===== src/rtl/txf_pkg.sv =====
// Shared command codes, flow kinds and decoded operation type for the
// transmit flow control unit.
package txf_pkg;

    localparam int CMD_W = 5;

    // Command codes understood by the unit; every other code is ignored.
    localparam logic [CMD_W-1:0] CMD_SEND_XON  = 5'b01111;
    localparam logic [CMD_W-1:0] CMD_SEND_XOFF = 5'b10000;
    localparam logic [CMD_W-1:0] CMD_RESUME    = 5'b10101;
    localparam logic [CMD_W-1:0] CMD_HALT      = 5'b10110;
    localparam logic [CMD_W-1:0] CMD_WITHDRAW  = 5'b10111;

    typedef enum logic [1:0] {
        FLOW_NONE = 2'd0,
        FLOW_ON   = 2'd1,
        FLOW_OFF  = 2'd2
    } flow_kind_e;

    typedef struct packed {
        logic send_on;
        logic send_off;
        logic resume;
        logic halt;
        logic withdraw;
    } txf_op_t;

endpackage


===== src/rtl/txf_cmd_decode.sv =====
// Command decoder.
// Turns a strobed command code into at most one operation flag.
// Assumes: one command per strobe; the resume command is suppressed
// while automatic transmit flow mode is active.
module txf_cmd_decode
    import txf_pkg::*;
(
    input  logic             cmd_valid,
    input  logic [CMD_W-1:0] cmd_code,
    input  logic             auto_tx_mode,
    output txf_op_t          op
);

    // Decode the strobed code into operation flags.
    always_comb begin
        op = '0;
        if (cmd_valid) begin
            case (cmd_code)
                CMD_SEND_XON:  op.send_on  = 1'b1;
                CMD_SEND_XOFF: op.send_off = 1'b1;
                CMD_RESUME:    op.resume   = ~auto_tx_mode;
                CMD_HALT:      op.halt     = 1'b1;
                CMD_WITHDRAW:  op.withdraw = 1'b1;
                default:       op = '0;
            endcase
        end
    end

endmodule


===== src/rtl/txf_flow_queue.sv =====
// Pending flow character holder.
// Remembers which flow character (if any) is waiting for the shifter.
// Assumes: flow_taken pulses at the edge where the arbiter loads the
// pending character; a command at that edge acts after the removal.
module txf_flow_queue
    import txf_pkg::*;
(
    input  logic       clk,
    input  logic       rst_n,
    input  txf_op_t    op,
    input  logic       flow_taken,
    output flow_kind_e pend_kind
);

    flow_kind_e pend_next;

    // Next pending kind: removal by load first, then the command.
    always_comb begin
        pend_next = pend_kind;
        if (flow_taken)
            pend_next = FLOW_NONE;
        if (op.send_on)
            pend_next = FLOW_ON;
        else if (op.send_off)
            pend_next = FLOW_OFF;
        else if (op.withdraw)
            pend_next = FLOW_NONE;
    end

    // Pending kind register with synchronous reset.
    always_ff @(posedge clk) begin
        if (!rst_n)
            pend_kind <= FLOW_NONE;
        else
            pend_kind <= pend_next;
    end

endmodule


===== src/rtl/txf_halt_ctrl.sv =====
// Host halt flag.
// Set by the halt command, cleared by an (already mode-gated) resume.
// Assumes: halt and resume never arrive in the same cycle.
module txf_halt_ctrl
    import txf_pkg::*;
(
    input  logic    clk,
    input  logic    rst_n,
    input  txf_op_t op,
    output logic    halt_q
);

    // Halt flag register.
    always_ff @(posedge clk) begin
        if (!rst_n)
            halt_q <= 1'b0;
        else if (op.halt)
            halt_q <= 1'b1;
        else if (op.resume)
            halt_q <= 1'b0;
    end

endmodule


===== src/rtl/txf_load_arb.sv =====
// Shifter load arbiter.
// Picks the pending flow character ahead of FIFO data and registers the
// load strobe, data and FIFO pop.
// Assumes: the shifter raises busy the cycle after a load, so one guard
// cycle after each load stops a second load into a shifter that is busy
// but has not said so yet.
module txf_load_arb
    import txf_pkg::*;
#(
    parameter int DATA_W = 8
) (
    input  logic              clk,
    input  logic              rst_n,
    input  flow_kind_e        pend_kind,
    input  logic              halt_q,
    input  logic              fifo_nonempty,
    input  logic [DATA_W-1:0] fifo_data,
    input  logic [DATA_W-1:0] xon_char,
    input  logic [DATA_W-1:0] xoff_char,
    input  logic              shifter_busy,
    output logic              flow_taken,
    output logic              shift_load,
    output logic [DATA_W-1:0] shift_data,
    output logic              fifo_pop
);

    logic              ready;
    logic              take_data;
    logic [DATA_W-1:0] pick;

    // Decide the load source for this edge.
    always_comb begin
        ready      = ~shifter_busy & ~shift_load;
        flow_taken = ready & (pend_kind != FLOW_NONE);
        take_data  = ready & ~flow_taken & ~halt_q & fifo_nonempty;
        case (pend_kind)
            FLOW_ON:  pick = xon_char;
            FLOW_OFF: pick = xoff_char;
            default:  pick = fifo_data;
        endcase
    end

    // Register the load strobe, pop and character.
    always_ff @(posedge clk) begin
        if (!rst_n) begin
            shift_load <= 1'b0;
            fifo_pop   <= 1'b0;
            shift_data <= '0;
        end else begin
            shift_load <= flow_taken | take_data;
            fifo_pop   <= take_data;
            if (flow_taken | take_data)
                shift_data <= pick;
        end
    end

endmodule


===== src/rtl/txflow_ctrl.sv =====
// Transmit flow control command unit (top).
// Gates TxFIFO-to-shifter transfers and inserts Xon/Xoff characters on
// host command for one channel.
// Assumes: show-ahead FIFO; shifter busy follows a load by one cycle.
module txflow_ctrl
    import txf_pkg::*;
#(
    parameter int DATA_W = 8
) (
    input  logic              clk,
    input  logic              rst_n,
    input  logic              cmd_valid,
    input  logic [4:0]        cmd_code,
    input  logic              auto_tx_mode,
    input  logic [DATA_W-1:0] xon_char,
    input  logic [DATA_W-1:0] xoff_char,
    input  logic              fifo_nonempty,
    input  logic [DATA_W-1:0] fifo_data,
    output logic              fifo_pop,
    input  logic              shifter_busy,
    output logic              shift_load,
    output logic [DATA_W-1:0] shift_data
);

    txf_op_t    op;
    flow_kind_e pend_kind;
    logic       halt_q;
    logic       flow_taken;

    txf_cmd_decode u_dec (
        .cmd_valid    (cmd_valid),
        .cmd_code     (cmd_code),
        .auto_tx_mode (auto_tx_mode),
        .op           (op)
    );

    txf_flow_queue u_queue (
        .clk        (clk),
        .rst_n      (rst_n),
        .op         (op),
        .flow_taken (flow_taken),
        .pend_kind  (pend_kind)
    );

    txf_halt_ctrl u_halt (
        .clk    (clk),
        .rst_n  (rst_n),
        .op     (op),
        .halt_q (halt_q)
    );

    txf_load_arb #(.DATA_W(DATA_W)) u_arb (
        .clk           (clk),
        .rst_n         (rst_n),
        .pend_kind     (pend_kind),
        .halt_q        (halt_q),
        .fifo_nonempty (fifo_nonempty),
        .fifo_data     (fifo_data),
        .xon_char      (xon_char),
        .xoff_char     (xoff_char),
        .shifter_busy  (shifter_busy),
        .flow_taken    (flow_taken),
        .shift_load    (shift_load),
        .shift_data    (shift_data),
        .fifo_pop      (fifo_pop)
    );

endmodule


===== config.mk =====
export PLATFORM = sky130hd
export DESIGN_NAME = txflow_ctrl
export DESIGN_NICKNAME = d
export VERILOG_FILES = /design/src/rtl/txf_pkg.sv /design/src/rtl/txf_cmd_decode.sv /design/src/rtl/txf_flow_queue.sv /design/src/rtl/txf_halt_ctrl.sv /design/src/rtl/txf_load_arb.sv /design/src/rtl/txflow_ctrl.sv
export SDC_FILE = /design/constraint.sdc
export NUM_CORES = 1
export LEC_CHECK = 0
export BUFFER_PORTS_ARGS = -buffer_cell sky130_fd_sc_hd__buf_2
export CORE_MARGIN = 2
export CORE_UTILIZATION = 42
export DETAILED_ROUTE_END_ITERATION = 6
export GPL_TIMING_DRIVEN = 1
export PLACE_DENSITY = 0.79
export SLEW_MARGIN = 20
export SYNTH_ARGS = -nofsm -noshare
export SYNTH_HDL_FRONTEND = slang
export SYNTH_HIERARCHICAL = 1
export SYNTH_SLANG_ARGS = --single-unit

===== constraint.sdc =====
create_clock -name clk -period 1.53 [get_ports clk]
set_clock_uncertainty 0.1 [all_clocks]
set_input_delay 0.153 -clock clk [delete_from_list [all_inputs] [get_ports clk]]
set_output_delay 0.153 -clock clk [all_outputs]
set_load 0.01 [all_outputs]

== Word-level counts from Yosys, hierarchy flattened ==
Cells that the tools add are included.
Storage, ports and cells
  bits of input ports: 35
  word-level logic and storage cells: 43
  register bits: 13
  output and inout bits: 10
Cells by class
  mux-type cells: 13
  equal/unequal tests: 7
  reductions and logical operators: 5
  bitwise gates (word level): 12
Operators by type and width (number)
  $eq A5 B5 Y1 const B: 4
  $pmux W8 S2: 1
  $mux W1: 8
  $mux W2: 3
  $not A1 Y1: 6
  $and A1 B1 Y1: 5
  $eq A5 B4 Y1 const B: 1
  $mux W5: 1
  $reduce_bool A2 Y1: 2
  $reduce_bool A4 Y1: 1
  $reduce_bool A3 Y1: 1
  $eq A2 B1 Y1 const B: 1
  $eq A2 B2 Y1 const B: 1
  $reduce_or A2 Y1: 1
  $or A1 B1 Y1: 1

== Longest topological paths before layout ==
Gate-level depths: netlist of run 1.
  depth in word-level cells: 8
  depth in mapped cells: 6
  gate-level depth less buffers: 5

== Cells and area by module ==
The synthesis of run 1 kept the hierarchy.
By module, submodules not included
  txf_load_arb: seq. area each 200.2 µm², instances 1, area each 581.8 µm², cells an instance 59
  txf_flow_queue: seq. area each 40.0 µm², instances 1, area each 83.8 µm², cells an instance 7
  txf_cmd_decode: seq. area each 0.0 µm², instances 1, area each 65.1 µm², cells an instance 10
  txf_halt_ctrl: seq. area each 20.0 µm², instances 1, area each 41.3 µm², cells an instance 3

== Least setup slack after synthesis of run 1 ==
OpenSTA, ideal clock, no wires.
  path kind: register to register
  start: reg u_queue.pend_kind[0]
  end: reg u_arb.shift_data[6]
  path buffers: 1
  period minus slack after synthesis: 1.355 ns
  data arrival time: 1.119 ns
  stages on the path, launching flop included: 6
  path slack: 0.175 ns
  data required time: 1.294 ns
  setup time: 0.136 ns
  cell sequence: dfxtp_1 inv_1 ha_1 buf_2 mux2i_1 o32ai_1
On the way
  longest elaborated chain between the ends: 7
  elaborated cells on any way between the ends: 10
  classes of those cells: eq/ne: 2; mux: 1; bitwise: 6; reduce/logical: 1
Ends and longest elaborated chain
  from (decl): line txf_flow_queue.sv:12  | output flow_kind_e pend_kind
  from (signal assigned): line txf_flow_queue.sv:35  | pend_kind <= pend_next;
  $reduce_bool A2 Y1: line txf_load_arb.sv:34  | flow_taken = ready & (pend_kind != FLOW_NONE);
  $and A1 B1 Y1: line txf_load_arb.sv:34
  $not A1 Y1: line txf_load_arb.sv:35  | take_data = ready & ~flow_taken & ~halt_q & fifo_nonempty;
  $and A1 B1 Y1 (3 in a row): line txf_load_arb.sv:35
  $or A1 B1 Y1: line txf_load_arb.sv:52  | if (flow_taken | take_data)
  to (signal assigned): line txf_load_arb.sv:53  | shift_data <= pick;
  to (decl): line txf_load_arb.sv:23  | output logic [DATA_W-1:0] shift_data,
Several ways; a longest one is shown, not always the timed one.
A chain may end at the register's enable or synchronous reset.

== Worst setup path after layout of run 1 ==
Ends and elaborated chain as after synthesis.

==> results.ini, run 1 <==
[run_status]
status=completed

[worst_setup_path]
worst_r2r_endpoint=u_arb/shift_data[6]
reg2regPathDepth=5
end_kind=flip-flop
crit_arrival_ps=1530
crit_path_max_incr_delay_ps=370
worstPathRequired_ps=1570
crit_path_start_kind=flip-flop
regToRegSetupSlack_ps=40
cpMaxStageDelayCell=dfxtp_1
crit_buf_inv=2
criticalPathCategory=flip-flop to flip-flop
rr_startpoint=u_queue/pend_kind[0]
cp_top_family=flip-flops
crit_fanout=8
critPathLaunch=u_queue/pend_kind[0]
worstPathCellList=inv_1, ha_1, buf_12, mux2i_2, o32ai_1

[timing]
slew_headroom=0.6728
tns_ps=0
worst_slew_pin_slew_ps=486.3
post-route-period-util=0.9742
setup_violations=0
hold_viol_final=0
period_minus_slack_ps=1490
fmax_mhz=670.9
drv_slew=0

[logic_synthesis]
synth_top_family_by_area=compound AO/OA/AOI/OAI gates
synth_nets=117
synth_compound_area_frac=0.2496
synth_seq_cells=13
synthesis.area_um2=772.0
synth_xor_area_frac=0
yosys_warnings=6
yosysSeqAreaShare=0.3371
synth.area.mux_share=0.1037
synthCells=79
synthDistinctLibCells=23
synthAdderAreaFrac=0.04862
syn_avg_cell_area_um2=9.772
yosys.area_share.simple=0.1734

[cells_and_area]
fin_area_mm2=0.001071
diodes=0
fin_cells=150
syn_to_final_growth_pct=38.74
final_core_util=0.6203
fin_nets=164
layout-drive-gt1-share=0.4880

[die]
initial_utilization=0.4471
die_x_um=46.87
core_mm2=0.001727
die_area_mm2=0.002197
core.rowCount=15
dieHeight_um=46.87
pin_count=45

[clocking]
cts_tree=built
clk_latency_ps=270
clk_pin_slew_ps=80
cts_buffers=3
cts-htree-levels=1
cts_sinks=13
cts-root-buf=clkbuf_4
cts_max_path_buffers=2

[detailed_routing]
route.detailed.drc=0
dr.first_iter.drc_count=7
wl_per_cell_um=11.69
vias_per_cell=5.100
routed_wl_um=1754
vias=765
antenna_left=0
firstDrtPassIters=4

[job]
cap_viol_max_count=0

[grt]
grt_remaining_overflow=0
first_global_vias=606
track_usage=0.1650
grt_max_degree=10
antenna_found_initial=0
grt_pass1_wl_um=2497

[placed_design]
portBuffers=44
place.gp.congestion=0.7264
placedCellCount=146
place_area_mm2=0.001028
dpl.hpwl_um=1391

[min_path]
min_from=fifo_data[5]
hold_path.class=primary input to flip-flop
whs_endpoint=u_arb/shift_data[5]
hold_depth=3

[pwr]
p_leak_uw=0.0004913
p_per_area_mw_per_mm2=662.9
ir_drop_mv=0.3230

[kinds of logic (layout without fill, tap and decap cells)]
logic type / after synthesis / after routing
compound gates: 21 / 21
simple gates: 17 / 17
buf+inv: 17 / 63
flops: 13 / 13
mux: 8 / 8
fa+ha+maj: 3 / 3
[worst max-delay path by stage]
stage | to | cells after the start
after global placement | u_arb/shift_data[6] | 5
after floorplan | u_arb/shift_data[6] | 5
final | u_arb/shift_data[6] | 5
after global routing | u_arb/shift_data[6] | 5
after CTS | u_arb/shift_data[3] | 5
after detailed placement | u_arb/shift_data[3] | 5
[routing by layer]
metal  GRT usage  routed length, µm  part of all wire
met1      0.2266                748              0.43
met5           0                  0                 0
met4     0.08333                 35             0.020
met3     0.04615                 91             0.052
met2      0.2356                879              0.50
[through the flow]
| step | setup slack [ps] | power (µW) | hold slack, ps |
|---|---|---|---|
| floorplan | 174.5 | 430.7 | 170.5 |
| global placement | 95.22 | 501.9 | 317.6 |
| detailed placement | 48.11 | 506.2 | 330.5 |
| CTS | 14.90 | 712.7 | 50.14 |
| global route | -17.77 | 741.5 | 51.37 |
| finish | 39.54 | 710.0 | 47.51 |
[sequential cells by signal, indices dropped and copies added (netlist names)]
signal and cells:
u_arb/shift_data 8, u_queue/pend_kind 2, u_arb/fifo_pop 1, u_arb/shift_load 1, u_halt/halt_q 1
[worst min-delay path: cells and delay by family]
family                 cells  cell delay [ps]
buffers and inverters      1               70
multiplexers               1               50
AO/OA/AOI/OAI              1               90
[what timing repair did]
| action | CTS | global route |
|---|---|---|
| setup buffers | 0 | 0 |
| setup endpoints to repair | 0 | 6 |
| gates resized for setup | 0 | 5 |
| hold buffers | 0 | 0 |
[cell type report]
| type | count | area, µm² |
|---|---|---|
| clock buffers | 4 | 26.28 |
| fillers | 158 | 655.6 |
| inverters | 14 | 52.55 |
| multi-input cells | 49 | 460.4 |
| flip-flops and latches | 13 | 260.3 |
| well taps | 25 | 31.28 |
| repair buffers | 45 | 240.2 |
[placed cells by master (no fill, tap or decap)]
cell type | netlist | layout
nor4b_2 | 1 | 1
o21a_1 | 2 | 2
dfxtp_1 | 13 | 13
a22o_1 | 8 | 8
buf_12 | 0 | 1
nor3b_1 | 2 | 2
nand2b_1 | 1 | 1
ha_1 | 3 | 1
nor3_1 | 2 | 2
nor4_1 | 2 | 2
inv_1 | 13 | 13
inv_2 | 1 | 1
clkbuf_4 | 0 | 3
buf_2 | 3 | 44
nor2b_4 | 2 | 2
o21a_4 | 1 | 1
nand2b_4 | 1 | 1
mux2i_1 | 8 | 5
mux2i_2 | 0 | 3
o211ai_2 | 1 | 1
o32ai_1 | 8 | 8
o211a_1 | 1 | 1
ha_2 | 0 | 2
and4_2 | 1 | 1
clkbuf_1 | 0 | 1
nand3_1 | 2 | 2
nor2_1 | 2 | 2
nand4_1 | 1 | 1
[report_power, final]
part           total (µW)  internal (µW)  leakage, µW  switching (µW)
clock network         208            101    0.0000150             107
registers             359            353     0.000106            6.49
logic                 143           75.9     0.000370            66.9
total                 710            530     0.000491             180
[cells in the mapped netlist (all sizes together)]
| cell | n | share of area |
|---|---|---|
| a22o | 8 | 0.091 |
| and4 | 1 | 0.013 |
| buf | 3 | 0.019 |
| dfxtp | 13 | 0.34 |
| ha | 3 | 0.049 |
| inv | 14 | 0.068 |
| mux2i | 8 | 0.10 |
| nand2b | 2 | 0.026 |
| nand3 | 2 | 0.013 |
| nand4 | 1 | 0.0081 |
| nor2 | 2 | 0.0097 |
| nor2b | 2 | 0.036 |
| nor3 | 2 | 0.013 |
| nor3b | 2 | 0.019 |
| nor4 | 2 | 0.016 |
| nor4b | 1 | 0.019 |
| o211a | 1 | 0.013 |
| o211ai | 1 | 0.016 |
| o21a | 3 | 0.039 |
| o32ai | 8 | 0.091 |
Note: power is estimated with default switching activity, not from simulation.
==> run 2, diff against run 1 <==
- BUFFER_PORTS_ARGS: -buffer_cell sky130_fd_sc_hd__buf_2 -> -buffer_cell sky130_fd_sc_hd__buf_4
- clock period: 1.53 -> 1.4 ns (I/O delays scaled with it)
==> run 2 against run 1 <==
Compared with the run above: design area increased by 22%; clock power rose by 9%; critical path depth did not move; critical endpoint is now u_arb/shift_data[2]; highest routed layer unchanged.
==> results.ini, run 2 (same netlist as run 1, synthesis figures left out) <==
[run_status]
status=completed

[min_path]
min_from=rst_n
whs_endpoint=u_queue/pend_kind[0]
hold_depth=2  ; -1
hold_path.class=primary input to flip-flop

[grt]
grt_remaining_overflow=0  ; unchanged
grt_pass1_wl_um=3187  ; +28%
antenna_found_initial=0  ; unchanged
grt_max_degree=9  ; -1
first_global_vias=710  ; +17%
track_usage=0.2086  ; +0.04366

[die]
die_x_um=46.87  ; unchanged
die_area_mm2=0.002197  ; unchanged
pin_count=45  ; unchanged
dieHeight_um=46.87  ; unchanged
core.rowCount=15  ; unchanged
initial_utilization=0.4471  ; unchanged
core_mm2=0.001727  ; unchanged

[clocking]
cts-htree-levels=1  ; unchanged
clk_pin_slew_ps=80  ; about the same
post_cts_buffers=0  ; unchanged
cts_sinks=13  ; unchanged
cts_hold_buf=0  ; unchanged
clk_latency_ps=270  ; about the same
cts_max_path_buffers=2  ; unchanged
cts_tree=built
cts_buffers=3  ; unchanged
cts-root-buf=clkbuf_4

[cells_and_area]
final_common_cell=buf_4
fillers=134  ; -15%
largest_reg_flops=8  ; unchanged
top_regs=u_arb/shift_data (8), u_queue/pend_kind (2)
layout-drive-gt1-share=0.5769  ; +0.08892
area.sequential_um2=267.8  ; +2.9%
fin_nets=169  ; +3.0%
diodes=0  ; unchanged
top_register=u_arb/shift_data
syn_to_final_growth_pct=69.04
final_cell_mix=buf_4, inv_1, dfxtp_1, a22o_1, o32ai_1
multi_input_area_um2=534.3  ; +16%

[placed_design]
dp_slack_ps=-79.52  ; -127.6 ps
place.gp.congestion=0.7091  ; -2.4%
portBuffers=44  ; unchanged
dpl.hpwl_um=1605  ; +15%

[detailed_routing]
antenna_left=0  ; unchanged
dr.first_iter.drc_count=14  ; +7
route.detailed.drc=0  ; unchanged
firstDrtPassIters=4  ; unchanged
routed_wl_um=2073  ; +18%
vias=768  ; +0.39%
vias_per_cell=4.955  ; -2.8%
wl_per_cell_um=13.37  ; +14%

[job]
cap_viol_max_count=0  ; unchanged

[worst_setup_path]
criticalPathCategory=flip-flop to flip-flop
crit_arrival_ps=1450  ; -80 ps
worstPathRequired_ps=1450  ; -120 ps
rr_startpoint=u_queue/pend_kind[1]
crit_fanout=8  ; unchanged
reg2regPathDepth=5  ; unchanged
crit_path_start_kind=flip-flop
end_kind=flip-flop
worst_r2r_endpoint=u_arb/shift_data[2]
regToRegSetupSlack_ps=0.7  ; -40 ps

[pwr]
p_leak_uw=0.0005644  ; +15%
p_per_area_mw_per_mm2=636.8  ; -3.9%
ir_drop_mv=0.5070  ; +57%

[timing]
rsz0062_at_grt=yes
period_minus_slack_ps=1399  ; -91.16 ps
drv_slew=0  ; unchanged
whs_ps=25.06  ; -22.45 ps
slew_headroom=0.8156  ; +0.1428
fmax_mhz=714.6  ; +6.5%
post-route-period-util=0.9995  ; +0.02534
fin_ws_ps=0.7080  ; -38.84 ps
worst_slew_pin_slew_ps=276.4  ; -210.0 ps
hold_viol_final=0  ; unchanged
setup_violations=0  ; unchanged

[run 2: per-stage QoR]
step | area [µm²] | cells | total power (µW) | utilization | TNS (ps)
finish | 1305 | 155 | 831.1 | 0.7558 | 0
global route | 1305 | 155 | 879.7 | 0.7558 | -143.3
CTS | 1251 | 155 | 831.1 | 0.7246 | 0
detailed placement | 1176 | 151 | 594.6 | 0.6812 | -219.6
global placement | 1176 | 151 | 590.4 | 0.6812 | -28.35
floorplan | 772.0 | 79 | 470.7 | - | 0
[run 2: worst max path at each step]
stage,start,endpoint,slack (ps),depth (start not counted)
floorplan,u_queue/pend_kind[0],u_arb/shift_data[6],40,5
global placement,u_queue/pend_kind[0],u_arb/shift_data[6],-20,5
detailed placement,u_queue/pend_kind[0],u_arb/shift_data[6],-80,5
CTS,u_queue/pend_kind[0],u_arb/shift_data[6],3,5
global route,u_queue/pend_kind[1],u_arb/shift_data[2],-50,5
finish,u_queue/pend_kind[1],u_arb/shift_data[2],0.7,5
[run 2: metal layers]
| metal | vias to the layer above | track usage | routed length (µm) |
|---|---|---|---|
| li1 | 399 | - | - |
| met1 | 343 | 0.2884 | 894 |
| met2 | 22 | 0.3288 | 1088 |
| met3 | 4 | 0.03846 | 74 |
| met4 | 0 | 0.06667 | 15 |
| met5 | - | 0 | 0 |
[run 2: timing repair]
action                                  4_1_cts  5_1_grt
gates resized for setup                      11       12
gates cloned                                  0        0
endpoints found under the setup margin        9        8
pin swaps                                     0        3
[run 2: power breakdown]
group          internal [µW]  switching (µW)  total, µW
sequential               382            9.77        392
combinational            129            83.0        212
clock                    110             117        227
[run 2: worst max-delay path, stage by stage, from the launching register on]
cell	delay, ps
dfxtp_4	380
inv_4	50
ha_4	260
buf_12	130
mux2i_4	250
o32ai_2	100
[run 2: layout make-up]
type	count	area share
multi-input combinational	49	0.4094
timing repair buffer	50	0.2972
sequential	13	0.2052
inverter	14	0.04410
tap	25	0.02397
clock buffer	4	0.02013
